**config.mk**
```make
export PLATFORM = sky130hd
export DESIGN_NAME = spi_nand_bridge
export DESIGN_NICKNAME = d
export VERILOG_FILES = /design/src/rtl/spi_nb_pkg.sv /design/src/rtl/spi_nb_sync.sv /design/src/rtl/spi_nb_shifter.sv /design/src/rtl/spi_nb_seq.sv /design/src/rtl/spi_nand_bridge.sv
export SDC_FILE = /design/constraint.sdc
export NUM_CORES = 1
export LEC_CHECK = 0
export BUFFER_PORTS_ARGS = -buffer_cell sky130_fd_sc_hd__buf_2
export CAP_MARGIN = 20
export CORE_ASPECT_RATIO = 1.1
export CORE_MARGIN = 2
export CORE_UTILIZATION = 55
export CTS_CLUSTER_DIAMETER = 150
export CTS_CLUSTER_SIZE = 28
export DETAILED_ROUTE_END_ITERATION = 12
export GPL_TIMING_DRIVEN = 0
export PLACE_DENSITY = 0.77
export SYNTH_ARGS = -nofsm -noshare
export SYNTH_HDL_FRONTEND = slang
export SYNTH_SLANG_ARGS = --single-unit
```
**constraint.sdc**
```tcl
create_clock -name clk -period 2.2 [get_ports clk]
set_input_delay 0.66 -clock clk [delete_from_list [all_inputs] [get_ports clk]]
set_output_delay 0.66 -clock clk [all_outputs]
set_load 0.03 [all_outputs]
```
**src/rtl/spi_nb_pkg.sv**
```systemverilog
// Package: opcodes, frame phases and shared widths for the SPI NAND bridge.
package spi_nb_pkg;
    localparam int BYTE_W = 8;

    localparam logic [BYTE_W-1:0] OPC_WRITE  = 8'h08;
    localparam logic [BYTE_W-1:0] OPC_CFG    = 8'h09;
    localparam logic [BYTE_W-1:0] OPC_READ   = 8'h0A;
    localparam logic [BYTE_W-1:0] OPC_FAST   = 8'h0B;
    localparam logic [BYTE_W-1:0] OPC_LED_ON = 8'h0C;
    localparam logic [BYTE_W-1:0] OPC_LED_OF = 8'h0D;

    typedef enum logic [2:0] {
        PH_OPC,
        PH_CFG,
        PH_WR,
        PH_RD_IDLE,
        PH_FA_ADDR,
        PH_FA_DUMMY,
        PH_RD_DATA,
        PH_SKIP
    } phase_t;
endpackage

```
**src/rtl/spi_nb_sync.sv**
```systemverilog
// Module: multi-stage synchronizer for a bundle of asynchronous inputs.
// Assumes each bit is a slow level signal; no bundle coherency is implied.
module spi_nb_sync #(
    parameter int W = 3,
    parameter int STAGES = 2,
    parameter logic [W-1:0] RST_VAL = '0
) (
    input  logic         clk,
    input  logic         rst_n,
    input  logic [W-1:0] d,
    output logic [W-1:0] q
);
    logic [STAGES-1:0][W-1:0] stg;

    // Shift the raw inputs through the stage chain.
    always_ff @(posedge clk) begin
        if (!rst_n) begin
            stg <= {STAGES{RST_VAL}};
        end else begin
            stg[0] <= d;
            for (int s = 1; s < STAGES; s++) stg[s] <= stg[s-1];
        end
    end

    assign q = stg[STAGES-1];
endmodule

```
**src/rtl/spi_nb_shifter.sv**
```systemverilog
// Module: mode-0 SPI bit engine working on synchronized pins.
// Detects sclk edges, assembles received bytes MSB first and shifts the
// transmit byte out after falling edges. A load at a byte boundary is held
// over the boundary falling edge, so the MSB stays on MISO for the first rise.
module spi_nb_shifter
    import spi_nb_pkg::*;
(
    input  logic              clk,
    input  logic              rst_n,
    input  logic              sclk_q,
    input  logic              cs_n_q,
    input  logic              mosi_q,
    input  logic              tx_load,
    input  logic [BYTE_W-1:0] tx_byte,
    output logic              byte_done,
    output logic [BYTE_W-1:0] rx_byte,
    output logic              miso
);
    localparam int CNT_W = $clog2(BYTE_W);

    logic              sclk_d;
    logic [CNT_W-1:0]  bit_cnt;
    logic [BYTE_W-1:0] rx_sh;
    logic [BYTE_W-1:0] tx_sh;
    logic              rise;
    logic              fall;

    // Edge detection, gated by an active frame.
    assign rise = sclk_q & ~sclk_d & ~cs_n_q;
    assign fall = ~sclk_q & sclk_d & ~cs_n_q;

    // Byte completion and the assembled byte including the current bit.
    assign byte_done = rise && (bit_cnt == CNT_W'(BYTE_W - 1));
    assign rx_byte   = {rx_sh[BYTE_W-2:0], mosi_q};
    assign miso      = tx_sh[BYTE_W-1];

    // Remember last sclk level for edge detection.
    always_ff @(posedge clk) begin
        if (!rst_n) sclk_d <= 1'b0;
        else        sclk_d <= sclk_q;
    end

    // Receive shift and bit counter; cleared whenever the frame is closed.
    always_ff @(posedge clk) begin
        if (!rst_n || cs_n_q) begin
            bit_cnt <= '0;
            rx_sh   <= '0;
        end else if (rise) begin
            rx_sh   <= rx_byte;
            bit_cnt <= bit_cnt + 1'b1;
        end
    end

    // Transmit shift: load at boundary, shift after falling edges inside a byte.
    always_ff @(posedge clk) begin
        if (!rst_n || cs_n_q) begin
            tx_sh <= '0;
        end else if (tx_load) begin
            tx_sh <= tx_byte;
        end else if (fall && bit_cnt != '0) begin
            tx_sh <= {tx_sh[BYTE_W-2:0], 1'b0};
        end
    end

    // a closed frame drives MISO low on the next cycle.
    a_r9_idle_miso_low: assert property (@(posedge clk) disable iff (!rst_n)
        cs_n_q |=> !miso);

    // the falling edge at a byte boundary never shifts the fresh MSB away.
    a_r1_boundary_hold: assert property (@(posedge clk) disable iff (!rst_n)
        (fall && bit_cnt == '0 && !tx_load) |=> $stable(tx_sh));
endmodule

```
**src/rtl/spi_nb_seq.sv**
```systemverilog
// Module: frame sequencer. Decodes the opcode byte and walks the frame
// phases. Owns the output register, the separate LED flop and the NAND
// request handshake. Reads are fetched one byte ahead; writes are held one
// byte behind so that the trailing idle byte is dropped.
// Assumes ADDR_W is a multiple of 8 and at least 16.
module spi_nb_seq
    import spi_nb_pkg::*;
#(
    parameter int ADDR_W = 24,
    parameter logic [BYTE_W-1:0] CFG_RST = 8'h1F
) (
    input  logic              clk,
    input  logic              rst_n,
    input  logic              frame_act,
    input  logic              byte_done,
    input  logic [BYTE_W-1:0] rx_byte,
    output logic              tx_load,
    output logic [BYTE_W-1:0] tx_byte,
    output logic [BYTE_W-1:0] cfg_q,
    output logic              led5_n,
    output logic              rd_req,
    output logic              wr_req,
    output logic [BYTE_W-1:0] wdata,
    output logic [ADDR_W-1:0] addr,
    input  logic [BYTE_W-1:0] rdata,
    input  logic              ack
);
    localparam int ADDR_BYTES = ADDR_W / BYTE_W;
    localparam int IDX_W = (ADDR_BYTES > 1) ? $clog2(ADDR_BYTES) : 1;

    phase_t            phase;
    logic [IDX_W-1:0]  addr_idx;
    logic              fa_mode;
    logic [BYTE_W-1:0] wr_pend;
    logic              wr_pend_v;
    logic [BYTE_W-1:0] rd_buf;
    logic              step;
    logic              fetch_go;
    logic              wr_go;
    logic              addr_load;
    logic              cfg_load;
    logic              led_on_go;
    logic              led_off_go;

    // Per-byte decode strobes for this cycle.
    always_comb begin
        step       = byte_done && frame_act;
        tx_load    = step && (phase == PH_RD_IDLE || phase == PH_FA_DUMMY ||
                              phase == PH_RD_DATA);
        tx_byte    = rd_buf;
        fetch_go   = tx_load ||
                     (step && phase == PH_OPC && rx_byte == OPC_READ) ||
                     (step && phase == PH_FA_ADDR &&
                      addr_idx == IDX_W'(ADDR_BYTES - 1));
        wr_go      = step && phase == PH_WR && wr_pend_v;
        addr_load  = step && phase == PH_FA_ADDR;
        cfg_load   = step && phase == PH_CFG;
        led_on_go  = step && phase == PH_OPC && rx_byte == OPC_LED_ON;
        led_off_go = step && phase == PH_OPC && rx_byte == OPC_LED_OF;
    end

    // Frame phase walk, reset to opcode decode whenever chip select is high.
    always_ff @(posedge clk) begin
        if (!rst_n || !frame_act) begin
            phase     <= PH_OPC;
            addr_idx  <= '0;
            wr_pend_v <= 1'b0;
            wr_pend   <= '0;
            if (!rst_n) fa_mode <= 1'b0;
        end else if (step) begin
            case (phase)
                PH_OPC: begin
                    fa_mode <= (rx_byte == OPC_FAST);
                    case (rx_byte)
                        OPC_CFG:   phase <= PH_CFG;
                        OPC_WRITE: phase <= PH_WR;
                        OPC_READ:  phase <= PH_RD_IDLE;
                        OPC_FAST:  phase <= PH_FA_ADDR;
                        default:   phase <= PH_SKIP;
                    endcase
                end
                PH_CFG:      phase <= PH_SKIP;
                PH_WR: begin
                    wr_pend   <= rx_byte;
                    wr_pend_v <= 1'b1;
                end
                PH_RD_IDLE:  phase <= PH_RD_DATA;
                PH_FA_ADDR: begin
                    addr_idx <= addr_idx + 1'b1;
                    if (addr_idx == IDX_W'(ADDR_BYTES - 1)) phase <= PH_FA_DUMMY;
                end
                PH_FA_DUMMY: phase <= PH_RD_DATA;
                default:     phase <= phase;
            endcase
        end
    end

    // Output register and separate LED flop.
    always_ff @(posedge clk) begin
        if (!rst_n) begin
            cfg_q  <= CFG_RST;
            led5_n <= 1'b1;
        end else begin
            if (cfg_load)   cfg_q  <= rx_byte;
            if (led_on_go)  led5_n <= 1'b0;
            if (led_off_go) led5_n <= 1'b1;
        end
    end

    // NAND handshake: requests held until ack, address loaded and stepped.
    always_ff @(posedge clk) begin
        if (!rst_n) begin
            rd_req <= 1'b0;
            wr_req <= 1'b0;
            wdata  <= '0;
            rd_buf <= '0;
            addr   <= '0;
        end else begin
            if (rd_req && ack) begin
                rd_req <= 1'b0;
                rd_buf <= rdata;
                if (fa_mode) addr <= addr + 1'b1;
            end
            if (wr_req && ack) wr_req <= 1'b0;
            if (addr_load) addr <= {addr[ADDR_W-BYTE_W-1:0], rx_byte};
            if (fetch_go) rd_req <= 1'b1;
            if (wr_go) begin
                wr_req <= 1'b1;
                wdata  <= wr_pend;
            end
        end
    end

    // a write request holds its data until acknowledged.
    a_r10_wr_hold: assert property (@(posedge clk) disable iff (!rst_n)
        (wr_req && !ack) |=> (wr_req && $stable(wdata)));

    // a read request holds its address until acknowledged.
    a_r10_rd_hold: assert property (@(posedge clk) disable iff (!rst_n)
        (rd_req && !ack && !addr_load) |=> (rd_req && $stable(addr)));

    // read and write never requested together.
    a_r10_exclusive: assert property (@(posedge clk) disable iff (!rst_n)
        !(rd_req && wr_req));

    // the output register moves only after a config payload byte.
    a_r3_cfg_source: assert property (@(posedge clk) disable iff (!rst_n)
        !$stable(cfg_q) |-> $past(cfg_load));

    // the LED flop moves only after an LED opcode.
    a_r4_led_source: assert property (@(posedge clk) disable iff (!rst_n)
        !$stable(led5_n) |-> $past(led_on_go || led_off_go));

    // each completed fast read steps the address by one.
    a_r7_addr_step: assert property (@(posedge clk) disable iff (!rst_n)
        (rd_req && ack && fa_mode && !addr_load) |=> (addr == $past(addr) + 1'b1));
endmodule

```
**src/rtl/spi_nand_bridge.sv**
```systemverilog
// Module: top of the SPI opcode-framed NAND bridge.
// Synchronizes the SPI pins into clk, runs the bit engine and the frame
// sequencer. Assumes sclk half period spans at least four clk cycles.
module spi_nand_bridge
    import spi_nb_pkg::*;
#(
    parameter int ADDR_W = 24,
    parameter int SYNC_STAGES = 2,
    parameter logic [7:0] CFG_RST = 8'h1F
) (
    input  logic              clk,
    input  logic              rst_n,
    input  logic              sclk,
    input  logic              cs_n,
    input  logic              mosi,
    output logic              miso,
    output logic [7:0]        cfg_out,
    output logic              led5_n,
    output logic              nand_rd_req,
    output logic              nand_wr_req,
    output logic [7:0]        nand_wdata,
    output logic [ADDR_W-1:0] nand_addr,
    input  logic [7:0]        nand_rdata,
    input  logic              nand_ack
);
    logic [2:0]        pins_q;
    logic              byte_done;
    logic [BYTE_W-1:0] rx_byte;
    logic              tx_load;
    logic [BYTE_W-1:0] tx_byte;

    spi_nb_sync #(.W(3), .STAGES(SYNC_STAGES), .RST_VAL(3'b010)) u_sync (
        .clk   (clk),
        .rst_n (rst_n),
        .d     ({sclk, cs_n, mosi}),
        .q     (pins_q)
    );

    spi_nb_shifter u_shift (
        .clk       (clk),
        .rst_n     (rst_n),
        .sclk_q    (pins_q[2]),
        .cs_n_q    (pins_q[1]),
        .mosi_q    (pins_q[0]),
        .tx_load   (tx_load),
        .tx_byte   (tx_byte),
        .byte_done (byte_done),
        .rx_byte   (rx_byte),
        .miso      (miso)
    );

    spi_nb_seq #(.ADDR_W(ADDR_W), .CFG_RST(CFG_RST)) u_seq (
        .clk       (clk),
        .rst_n     (rst_n),
        .frame_act (~pins_q[1]),
        .byte_done (byte_done),
        .rx_byte   (rx_byte),
        .tx_load   (tx_load),
        .tx_byte   (tx_byte),
        .cfg_q     (cfg_out),
        .led5_n    (led5_n),
        .rd_req    (nand_rd_req),
        .wr_req    (nand_wr_req),
        .wdata     (nand_wdata),
        .addr      (nand_addr),
        .rdata     (nand_rdata),
        .ack       (nand_ack)
    );
endmodule

```
# Word level (Yosys, flattened, before mapping)
# Cells that the tools add are included.
# word_totals
register_bits	91
input_bits	14
output_inout_bits	44
wordCells	99
# classes
n_addsub	3
n_bitwise	8
n_eq_ne	16
muxes	16
reduce_logical	38
# op_table
op	n
$mux W24	3
$eq A8 B4 Y1 const B	6
$add A24 B1 Y24 const B	1
$pmux W3 S4	2
$mux W8	2
$logic_and A1 B1 Y1	15
$reduce_bool A2 Y1	7
$eq A3 B3 Y1 const B	4
$mux W1	8
$eq A3 B2 Y1 const B	2
$reduce_and A2 Y1	3
$reduce_and A3 Y1	2
$logic_or A1 B1 Y1	5
$and A1 B1 Y1	4
$ne A2 B2 Y1 const B	2
$not A1 Y1	4
$reduce_bool A4 Y1	1
$reduce_or A2 Y1	2
$add A3 B1 Y3 const B	1
$eq A3 B1 Y1 const B	1
$logic_not A3 Y1	1
$mux W3	1
$reduce_bool A3 Y1	1
$add A2 B1 Y2 const B	1
2 further kinds	2

# Longest topological paths before layout
# logic_depth
ltp_word	10
ltp_mapped	9
ltp_nobuf	6

# Cells and area by module
# Synthesis repeated with hierarchy kept, for this count alone.
# hier_totals
cells_unflattened	480
area_unflattened_um2	4136.5
# modules_own_cells
module	instances	cells_each	area_per_inst_um2
spi_nb_seq	1	359	3016.6
spi_nb_shifter	1	105	935.9
spi_nb_sync	1	15	180.2
spi_nand_bridge	1	1	3.8

# Least setup slack after synthesis
# OpenSTA, ideal clock, no wires.
# synth_timing
kind	input to register
startpoint	input port nand_ack
endpoint	register u_seq.addr[19]
path_slack_ps	137
t_arrival_ps	2000
n_path_buf	0
cell_stages	4
required_ps	2137
path_cell_list	nand3_1 or4_4 or4b_1 nand3_1
# synth_via
elab_chain_cells	3
# synth_rtl
element	line_no	text
start: declaration	spi_nand_bridge.sv:24	input logic nand_ack
$logic_and A1 B1 Y1	spi_nb_seq.sv:119	if (rd_req && ack) begin
$reduce_bool A2 Y1 (no source line)	n/a	
$reduce_and A2 Y1 (no source line)	n/a	
end signal: assignment	spi_nb_seq.sv:122	if (fa_mode) addr <= addr + 1'b1;
end signal: assignment	spi_nb_seq.sv:125	if (addr_load) addr <= {addr[ADDR_W-BYTE_W-1:0], rx_byte};
end: declaration	spi_nb_seq.sv:24	output logic [ADDR_W-1:0] addr,
# Every way passes these cells.
# A chain may end at the register's enable or synchronous reset.

==> metrics.md <==
| Metric | Value |
|---|---|
| DR vias/cell | ~6 |
| Period minus WS final | between 2 and 2.5 ns |
| All-Layer GR Usage | 0.2487 |
| Total CTS buffers | 9 |
| Most frequent cell after synthesis | dfxtp_1 |
| Post-Syn Instances | about 460 |
| Cell Pwr Density | 610.1 nW/um^2 |
| Fin cells | 619 |
| Status | completed |
| Mean Syn Cell Area | just under 9 um^2 |
| Post-DP HPWL | between 6000 and 7000 um |
| Element type at the critical path end | flip-flop |
| Total grt overflow | 0 |
| Initial antenna violation count | 0 |
| Type of the most critical hold path | flip-flop to flip-flop |
| Vias after detailed routing | between 3000 and 4000 |
| Hold_buf cts | 0 |
| Tot Pwr | approximately 2900 uW |
| Worst Path Required | approximately 2.5 ns |
| EDFF count, synth | 1 |
| First-pass GRT wire length | between 15000 and 20000 um |
| Die Y | between 90 and 100 um |
| Final Slew Violations | 0 |
| CTS tree | yes |
| Area contributors post-synth | dfxtp_1, mux2i_1, nor2_1 |
| Sequential element share of the synthesized area | 0.4480 |
| Placement Setup Slack | -0.1953 ns |
| Max VDD drop | approximately 0.47 mV |
| Final wirelength | 9665 um |
| Clock Skew | roughly 0.011 ns |
| F_max | ~490 MHz |
| Final WS setup | between 0.15 and 0.2 ns |
| Max clock buf depth | 2 |
| Clk_lat worst skew | 0.37 ns |
| Fin. Hold Viols | 0 |
| Syn. warnings | 0 |
| Die ar. | slightly above 8000 um^2 |
| Initial DRC count | about 250 |
| Root Buffer Master | clkbuf_8 |
| First-pass DRT Iterations | 5 |
| Antenna cells | 0 |
| Worst path arrival time | about 2.4 ns |
| WL/cell | between 15 and 20 um |
| Placed insts | slightly above 600 |
| CTS sink cnt | approximately 90 |
| Synth-to-layout area growth | 14.60% |
| Pleak | approximately 0.0019 uW |
| Initial core utilization | 0.5737 |
| Core Region | 7127 um^2 |
| Post-layout net count | 548 |
| Final ANT Viol Nets | 0 |
| Rel. slew slack | 0.4866 |
| Cell row count | 32 |
| Crit Path Class | primary input to flip-flop |
| Share of layout cells above drive strength 1 | 0.1723 |
| Setup TNS | 0 ns |
| Pin count of the biggest net entering global routing | 20 |
| # IOs | 58 |
| Startpoint Class | primary input |
| Gpl congestion | around 0.89 |
| Slew @ Worst Pin | approximately 0.76 ns |
| Yosys cell types | 51 |
| DIE WIDTH | between 80 and 90 um |
| Post-synth top cells | dfxtp_1, nor2_1, mux2i_1 |
| Final setup fails | 0 |
| DRC | 0 |
| RSZ-0062 raised after global routing | false |
| Number of port buffers | 57 |
| Number of max-cap violations | 0 |
| Crit Path Max Fanout | 10 |
| Post-synthesis async set-or-reset flop share | 0 |
| Mapped Area | slightly above 4000 um^2 |
| Period utilization | 0.9286 |
| Synth Register Bits | 91 |
| Filler instances | just over 600 |
| Post-synth top area cell | dfxtp_1 |
| Syn nets | ~480 |
| Clk pin slew, worst setup/hold paths | 0.10 ns |
| Vias in the first global route | between 3000 and 4000 |
| H-Tree Depth | 3 |
| Primary FF master, synth | dfxtp_1 |
| Yosys top cell area share | 0.4406 |
[layer usage]
| metal | wire, um | part of all wire | global-route usage | vias to the layer above |
|---|---|---|---|---|
| met1 | 4372 | 0.45 | 0.3474 | 1717 |
| met4 | 125 | 0.013 | 0.07422 | 0 |
| li1 | - | - | - | 1803 |
| met5 | 0 | 0 | 0 | - |
| met2 | 4575 | 0.47 | 0.3941 | 127 |
| met3 | 592 | 0.061 | 0.04458 | 14 |
[layout by cell type (no fill, tap or decap), drive strengths merged, types with 3 or more instances in the layout]
cell type / Yosys / final
a21oi: 21 / 21
clkinv: 1 / 3
or4b: 3 / 3
clkbuf: 23 / 32
and3: 3 / 3
a211oi: 18 / 18
and2: 8 / 8
and4: 3 / 3
nand4: 12 / 12
mux2i: 37 / 37
nand2: 30 / 30
dfxtp: 90 / 90
xnor2: 11 / 11
nor4: 7 / 7
ha: 5 / 5
nand2b: 7 / 7
nor2: 60 / 60
or4: 6 / 6
o21ai: 10 / 10
nor3: 6 / 6
a31oi: 5 / 5
o211ai: 3 / 3
buf: 8 / 64
or3: 4 / 4
o2111ai: 5 / 5
inv: 13 / 18
nand3: 34 / 34
a311oi: 4 / 4
[worst paths after layout]
kind | startpoint | end | slack [ns] | depth (start not counted)
worst max-delay path | rst_n | u_seq.addr[19] | 0.16 | 6
worst min-delay path | u_sync.stg[1] | u_sync.q[1] | 0.43 | 1
worst max register to register | u_shift.bit_cnt[0] | u_seq.addr_idx[0] | 0.16 | 8
worst min register to register | u_sync.stg[1] | u_sync.q[1] | 0.43 | 1
[where the power goes]
group | total (uW) | switching [uW] | internal [uW]
logic | 65.2 | 43.7 | 21.4
clock network | 1130 | 680 | 454
registers | 1660 | 4.49 | 1650
[final cells by class]
class | instances | area [um^2] | area share
Buffer | 30 | 123.9 | 0.02644
Clock buffer | 9 | 123.9 | 0.02644
Clock inverter | 7 | 73.82 | 0.01575
Inverter | 14 | 52.55 | 0.01121
Multi-Input combinational cell | 326 | 2088 | 0.4457
Sequential cell | 91 | 1832 | 0.3909
Tap cell | 85 | 106.4 | 0.02270
Timing Repair Buffer | 57 | 285.3 | 0.06088
[critical path, cell delays in order]
cell      delay [ns]
buf_2           0.09
clkbuf_1        0.37
clkinv_1        0.39
a21oi_1         0.29
or4b_1          0.47
nand3_1         0.09
[sequential cells by signal (all words and copies together) (netlist names), 2 cells and up]
register and count:
u_seq.addr 24, u_seq.addr_idx 2, u_seq.cfg_q 8, u_seq.phase 3, u_seq.tx_byte 8, u_seq.wdata 8, u_seq.wr_pend 8, u_shift.bit_cnt 3
u_shift.rx_sh 7, u_shift.tx_sh 8, u_sync.q 3, u_sync.stg 3
[through the flow]
| step | area (um^2) | utilization | hold slack (ns) |
|---|---|---|---|
| detailed placement | 4481 | 0.6287 | 0.3941 |
| CTS | 4676 | 0.6561 | 0.4311 |
| global placement | 4481 | 0.6287 | 0.4103 |
| finish | 4686 | 0.6575 | 0.4327 |
| floorplan | 4089 | - | 0.3863 |
| global route | 4686 | 0.6575 | 0.4510 |
[timing repair]
action,4_1_cts,5_1_grt
gates resized for setup,1,3
setup buffers,0,0
endpoints found under the setup margin,29,29
cloned,0,0
[cell families after synthesis]
logic type / count (synthesis) / synth area share
compound gates: 78 / 0.1288
simple gates: 193 / 0.2460
fa+ha+maj: 5 / 0.01530
flops: 91 / 0.4480
xor+xnor: 13 / 0.02785
buf+inv: 45 / 0.04345
mux: 37 / 0.09058
Power figures use the tool's default switching activity.
